==> config.mk <==
export PLATFORM = sky130hd
export DESIGN_NAME = uart_modem_ctl
export DESIGN_NICKNAME = d
export VERILOG_FILES = /design/src/rtl/uart_modem_pkg.sv /design/src/rtl/modem_sync.sv /design/src/rtl/modem_status.sv /design/src/rtl/modem_flow.sv /design/src/rtl/uart_modem_ctl.sv
export SDC_FILE = /design/constraint.sdc
export NUM_CORES = 1
export LEC_CHECK = 0
export ABC_CLOCK_PERIOD_IN_PS = 1700
export CAP_MARGIN = 5
export CORE_ASPECT_RATIO = 0.8
export CORE_MARGIN = 5
export CORE_UTILIZATION = 41
export DETAILED_ROUTE_END_ITERATION = 6
export PLACE_DENSITY_LB_ADDON = 0.12
export SLEW_MARGIN = 20
export SYNTH_ARGS = -nofsm -noshare
export SYNTH_HDL_FRONTEND = slang
export SYNTH_SLANG_ARGS = --single-unit
==> constraint.sdc <==
create_clock -name clk -period 1.7 [get_ports clk]
set_input_delay 0.17 -clock clk [delete_from_list [all_inputs] [get_ports clk]]
set_output_delay 0.17 -clock clk [all_outputs]
set_load 0.1 [all_outputs]
==> src/rtl/uart_modem_pkg.sv <==
package uart_modem_pkg;
  typedef struct packed {
    logic afc;
    logic loop;
    logic out2;
    logic out1;
    logic rts;
    logic dtr;
  } mctl_t;

  typedef struct packed {
    logic dcd;
    logic ri;
    logic dsr;
    logic cts;
  } mline_t;

  localparam int unsigned MCTL_W  = $bits(mctl_t);
  localparam int unsigned MLINE_W = $bits(mline_t);
endpackage

==> src/rtl/modem_sync.sv <==
module modem_sync #(
  parameter int unsigned WIDTH   = 4,
  parameter int unsigned STAGES  = 2,
  parameter logic        RST_VAL = 1'b1
) (
  input  logic             clk,
  input  logic             rst,
  input  logic [WIDTH-1:0] din,
  output logic [WIDTH-1:0] dout
);
  logic [WIDTH-1:0] chain [STAGES];

  genvar s;
  generate
    for (s = 0; s < STAGES; s++) begin : g_stage
      if (s == 0) begin : g_first
        always_ff @(posedge clk) begin
          if (rst) chain[0] <= {WIDTH{RST_VAL}};
          else     chain[0] <= din;
        end
      end else begin : g_next
        always_ff @(posedge clk) begin
          if (rst) chain[s] <= {WIDTH{RST_VAL}};
          else     chain[s] <= chain[s-1];
        end
      end
    end
  endgenerate

  assign dout = chain[STAGES-1];
endmodule

==> src/rtl/modem_status.sv <==
module modem_status
  import uart_modem_pkg::*;
(
  input  logic         clk,
  input  logic         rst,
  input  logic         loop_en,
  input  logic         lb_rts,
  input  logic         lb_dtr,
  input  logic         lb_out1,
  input  logic         lb_out2,
  input  mline_t       pins_n,
  input  logic         rd_clr,
  input  logic         wr_set,
  input  mline_t       wr_flags,
  output mline_t       line_q,
  output mline_t       flag_q,
  output logic         irq_q
);
  mline_t eff, evt, flag_n;

  always_comb begin
    if (loop_en) begin
      eff.cts = lb_rts;
      eff.dsr = lb_dtr;
      eff.ri  = lb_out1;
      eff.dcd = lb_out2;
    end else begin
      eff = ~pins_n;
    end
  end

  always_comb begin
    evt.cts = eff.cts ^ line_q.cts;
    evt.dsr = eff.dsr ^ line_q.dsr;
    evt.dcd = eff.dcd ^ line_q.dcd;
    evt.ri  = eff.ri & ~line_q.ri;
  end

  always_comb begin
    flag_n = rd_clr ? '0 : flag_q;
    flag_n = flag_n | evt;
    if (loop_en && wr_set) flag_n = flag_n | wr_flags;
  end

  always_ff @(posedge clk) begin
    if (rst) begin
      line_q <= '0;
      flag_q <= '0;
      irq_q  <= 1'b0;
    end else begin
      line_q <= eff;
      flag_q <= flag_n;
      irq_q  <= |flag_n;
    end
  end
endmodule

==> src/rtl/modem_flow.sv <==
module modem_flow #(
  parameter int unsigned LVL_W = 5
) (
  input  logic             clk,
  input  logic             rst,
  input  logic             loop_en,
  input  logic             afc_en,
  input  logic             rts_bit,
  input  logic             dtr_bit,
  input  logic             out1_bit,
  input  logic             out2_bit,
  input  logic [LVL_W-1:0] level,
  input  logic [LVL_W-1:0] trig,
  input  logic             start_seen,
  input  logic             cts_now,
  output logic             rts_n,
  output logic             dtr_n,
  output logic             out1_n,
  output logic             out2_n,
  output logic             loop_q,
  output logic             permit_q
);
  logic auto_on, below, throttle, rts_act;

  assign auto_on = afc_en & rts_bit;
  assign below   = level < trig;
  assign rts_act = rts_bit & ~(auto_on & throttle);

  always_ff @(posedge clk) begin
    if (rst)                        throttle <= 1'b0;
    else if (!auto_on || below)     throttle <= 1'b0;
    else if (start_seen)            throttle <= 1'b1;
  end

  always_ff @(posedge clk) begin
    if (rst) begin
      rts_n    <= 1'b1;
      dtr_n    <= 1'b1;
      out1_n   <= 1'b1;
      out2_n   <= 1'b1;
      loop_q   <= 1'b0;
      permit_q <= 1'b1;
    end else begin
      rts_n    <= loop_en | ~rts_act;
      dtr_n    <= loop_en | ~dtr_bit;
      out1_n   <= loop_en | ~out1_bit;
      out2_n   <= loop_en | ~out2_bit;
      loop_q   <= loop_en;
      permit_q <= ~afc_en | cts_now;
    end
  end
endmodule

==> src/rtl/uart_modem_ctl.sv <==
module uart_modem_ctl
  import uart_modem_pkg::*;
#(
  parameter int unsigned LVL_W       = 5,
  parameter int unsigned SYNC_STAGES = 2
) (
  input  logic             clk,
  input  logic             rst,
  input  logic             ctrl_wr,
  input  logic [5:0]       ctrl_wdata,
  input  logic             stat_rd,
  input  logic             stat_wr,
  input  logic [3:0]       stat_wdata,
  output logic [7:0]       stat_q,
  input  logic             cts_n,
  input  logic             dsr_n,
  input  logic             ri_n,
  input  logic             dcd_n,
  input  logic [LVL_W-1:0] rx_level,
  input  logic [LVL_W-1:0] rx_trig,
  input  logic             rx_start,
  output logic             rts_n,
  output logic             dtr_n,
  output logic             out1_n,
  output logic             out2_n,
  output logic             loop_active,
  output logic             tx_permit,
  output logic             ms_irq
);
  mctl_t  ctl;
  mline_t pins_raw, pins_s, line_st, flag_st, wr_flags;

  always_ff @(posedge clk) begin
    if (rst)          ctl <= '0;
    else if (ctrl_wr) ctl <= mctl_t'(ctrl_wdata);
  end

  always_comb begin
    pins_raw.cts = cts_n;
    pins_raw.dsr = dsr_n;
    pins_raw.ri  = ri_n;
    pins_raw.dcd = dcd_n;
  end

  assign wr_flags = mline_t'(stat_wdata);

  modem_sync #(.WIDTH(MLINE_W), .STAGES(SYNC_STAGES), .RST_VAL(1'b1)) u_sync (
    .clk (clk),
    .rst (rst),
    .din (pins_raw),
    .dout(pins_s)
  );

  modem_status u_status (
    .clk     (clk),
    .rst     (rst),
    .loop_en (ctl.loop),
    .lb_rts  (ctl.rts),
    .lb_dtr  (ctl.dtr),
    .lb_out1 (ctl.out1),
    .lb_out2 (ctl.out2),
    .pins_n  (pins_s),
    .rd_clr  (stat_rd),
    .wr_set  (stat_wr),
    .wr_flags(wr_flags),
    .line_q  (line_st),
    .flag_q  (flag_st),
    .irq_q   (ms_irq)
  );

  modem_flow #(.LVL_W(LVL_W)) u_flow (
    .clk       (clk),
    .rst       (rst),
    .loop_en   (ctl.loop),
    .afc_en    (ctl.afc),
    .rts_bit   (ctl.rts),
    .dtr_bit   (ctl.dtr),
    .out1_bit  (ctl.out1),
    .out2_bit  (ctl.out2),
    .level     (rx_level),
    .trig      (rx_trig),
    .start_seen(rx_start),
    .cts_now   (line_st.cts),
    .rts_n     (rts_n),
    .dtr_n     (dtr_n),
    .out1_n    (out1_n),
    .out2_n    (out2_n),
    .loop_q    (loop_active),
    .permit_q  (tx_permit)
  );

  assign stat_q = {line_st, flag_st};
endmodule

==> results summary <==
The proportion of layout cells with a drive suffix above 1 came out at about a quarter. For this run, design rule violations remaining after detail routing come to 0. The floorplan step defined a die boundary enclosing approximately 3800 µm². The standard cell core area came out at about 2500 µm².

VDD sags by at most 0.503 mV. After detailed routing, the number of vias per cell comes to roughly 4.5. The row count is 16. The largest net degree at the start of global routing is 12.

The analysis attributes to net switching a power of ~460 µW. The total wire length is between 2 and 2.5 mm. The via count of the first global-routing pass is ~900. The vertical die dimension came out at about 56 µm. The TritonCTS clock tree is done. The first-pass iteration count of the detailed router came out at 4. Setup repair after global routing left no endpoint under its margin. In the global route stage, met3 resource usage came out at under 10%. The post-layout total power came out at about 1.6 mW. The number of pins exceeding their max-slew limit in the final report came to 0. The share of total power dissipated in sequential elements is between 40% and 50%. The number of distinct library cells after synthesis came out at 21. The post-route cell area came out at between 1500 and 2000 µm². The layer flagged by global routing as most heavily used is met2.

The number of max-cap violations is 0. The number of vias in the routed layout came out at a little under 900. The total CTS buffers came out at 5. The clock transition at the registers of the reported paths is around 0.090 ns.

The detailed-route wire length per cell came out at approximately 13 µm. The part of the cycle the worst path needs is approximately 90%. The wire length of the first global-routing pass is 3.88 mm. The worst setup path is launched from a register.

In this run, synthesis produced a sequential element count of 30. After the last flow step, the layout net total stands at roughly 190. The maximum fanout encountered on the critical timing path came out at 8. The worst endpoint data arrival time came out at 1.69 ns. The time the worst path needs with I/O delays and setup is about 1.5 ns. The flow ran to the end, and the final reports show no timing, DRC or antenna violations. The combined area of all synthesized cells came out at 1100 µm².

Clock tree synthesis selected as its root buffer the cell clkbuf_4. The placed instances occupy a cell area of about 1600 µm². The sequential element share of the synthesized area is between 50 and 60%.

The clock latency on the worst-skew pair came out at 0.33 ns. Across all setup checks in the final design, the least slack found is 0.207 ns. The first-iteration detailed-routing DRC count is 34. The leakage power summed over all cells is 0.727 nW. The accumulated negative setup slack came out at 0 ns.

The repair_antennas step left the layout with diodes totalling 0. The number of failing hold endpoints at the final stage was 0. During synthesis, Yosys emitted a total of 0 warnings. The fraction of power spent switching nets is roughly 28%. Compared with the post-synthesis result, the final layout area differs by 49.4%. The number of hold buffers added after CTS came out at 0. The routability-driven placement congestion ratio is between 0.8 and 0.9. The count of port buffers added during placement is between 40 and 50. The all-layer global routing usage is roughly 14%. The clock drives 30 sinks. The H-tree depth reported by CTS came out at 2. The post-place setup slack is 0.111 ns. During I/O placement, the number of pins put on the boundary was 45. The final setup skew came out at between 0.009 and 0.01 ns.

The maximum clock rate is ~670 MHz. The relative slew slack is 75.2%. The proportion of power drawn by combinational gates is a little over a fifth. Detailed placement ended at an HPWL of 1.93 mm. The effective utilization at floorplan came out at approximately 44%. In this run the remaining antenna-violating nets after routing total 0. The internal power contribution came out at ~1.2 mW.

The global route total overflow is 0. The average instance in the mapped netlist occupies slightly above 10 µm². Setup violations remaining at the end of the flow were counted as 0. In the synthesized netlist, the number of instances is between 100 and 150. The worst setup path is of the register to register kind. The worst setup slack for register-to-register paths is 0.21 ns.

The required arrival time at the worst endpoint came out at 1.89 ns. The transition time at the pin with the least slew margin is around 0.37 ns. Leaving out fill and tap cells, the most frequent cells in the layout are dfxtp_1 (29), clkdlybuf4s50_1 (29), nor2_1 (16), buf_4 (16), inv_1 (9).

The met2 usage came out at 21.0%. Counting every net in the synthesized netlist gives around 140. STA classifies the critical path endpoint as a register. The share of total power in the clock network is a little under a third.

The maximum number of buffers from clock root to sink came out at 2. The die span in x came out at between 60 and 70 µm. The type of the tightest min-delay check is input port to register. The initial antenna violation count came out at 0. The areal power density over the cells came out at roughly 1000 nW/µm². Global routing consumed, on the met1 layer, 16.6% of the routing resources.
## routing by layer
layer / part of all wire [%] / vias up
met5: 0 / -
met4: 1.2 / 0
met3: 7.9 / 4
met2: 48 / 23
met1: 43 / 388
li1: - / 450
## synthesized netlist by cell type, drive strengths merged
master / count / area share [%]
dfxtp: 30 / 54
nand2: 4 / 1.4
a311oi: 4 / 3.2
xnor2: 3 / 2.4
nand3b: 1 / 0.68
inv: 9 / 3.1
a21oi: 3 / 1.4
nand3: 1 / 0.45
buf: 2 / 1.7
nor2: 16 / 5.4
mux2i: 10 / 9.7
clkbuf: 3 / 1.0
o2111ai: 1 / 0.79
ha: 4 / 4.5
a41oi: 1 / 0.79
o211ai: 1 / 0.68
nand2b: 1 / 0.57
nor2b: 6 / 3.4
or2: 8 / 4.5
## what timing repair did
item | CTS | global route
hold endpoints to repair | 0 | 0
resized for setup | 0 | 1
setup endpoints to repair | 0 | 1
buffers inserted | 0 | 0
## sequential cells by signal (all words and copies together), names as in the netlist
| name | count |
|---|---|
| u_flow.loop_q | 1 |
| u_flow.out2_n | 1 |
| u_flow.throttle | 1 |
| u_status.line_q | 4 |
| u_flow.dtr_n | 1 |
| u_flow.out1_n | 1 |
| u_status.flag_q | 4 |
| u_flow.permit_q | 1 |
| u_sync.chain | 8 |
| u_flow.rts_n | 1 |
| ctl | 6 |
| u_status.irq_q | 1 |
## worst max-delay path: stages (launching register included)
cell and delay [ns]:
dfxtp_2 0.45, mux2i_1 0.32, xnor2_1 0.10, a311oi_1 0.33, a41oi_1 0.17
## cell type report
| type | count | area (µm²) |
|---|---|---|
| Fill cell | 223 | 872 |
| Sequential cell | 30 | 602 |
| Clock buffer | 8 | 78.8 |
| Tap cell | 36 | 45.0 |
| Inverter | 9 | 33.8 |
| Timing Repair Buffer | 47 | 450 |
| Multi-Input combinational cell | 64 | 440 |
## metrics by stage
stage | instances | util, % | hold slack, ns
2_1_floorplan | 108 | - | 0.242
3_3_place_gp | 186 | 62.3 | 0.393
3_5_place_dp | 186 | 62.3 | 0.395
4_1_cts | 194 | 65.4 | 0.389
5_1_grt | 194 | 65.4 | 0.374
6_report | 194 | 65.4 | 0.404
## cell families (layout without fill, tap and decap cells)
kind of cell	count (synthesis)	after routing	share of synthesized area, %
fa+ha+maj	4	4	4.53
flops	30	30	54.4
mux	10	10	9.74
compound gates	10	10	6.79
buf+inv	14	64	5.78
simple gates	37	37	16.4
xor+xnor	3	3	2.38
## power by group through the flow
stage / logic [mW] / clock network (mW) / registers (mW)
after CTS: 0.352 / 0.519 / 0.763
after global placement: 0.346 / 0 / 0.777
after global routing: 0.370 / 0.559 / 0.768
after detailed placement: 0.351 / 0 / 0.779
final: 0.349 / 0.507 / 0.763
after floorplan: 0.0935 / 0 / 0.907
## final timing paths
kind	endpoint	startpoint	depth (start not counted)
worst min register to register	u_sync.chain[1][2]	u_sync.chain[0][2]	1
worst max register to register	u_status.irq_q	ctl[4]	4
worst min-delay path	u_sync.chain[0][1]	dsr_n	2
worst max-delay path	u_status.irq_q	ctl[4]	4
Note: power is estimated with default switching activity, not from simulation.
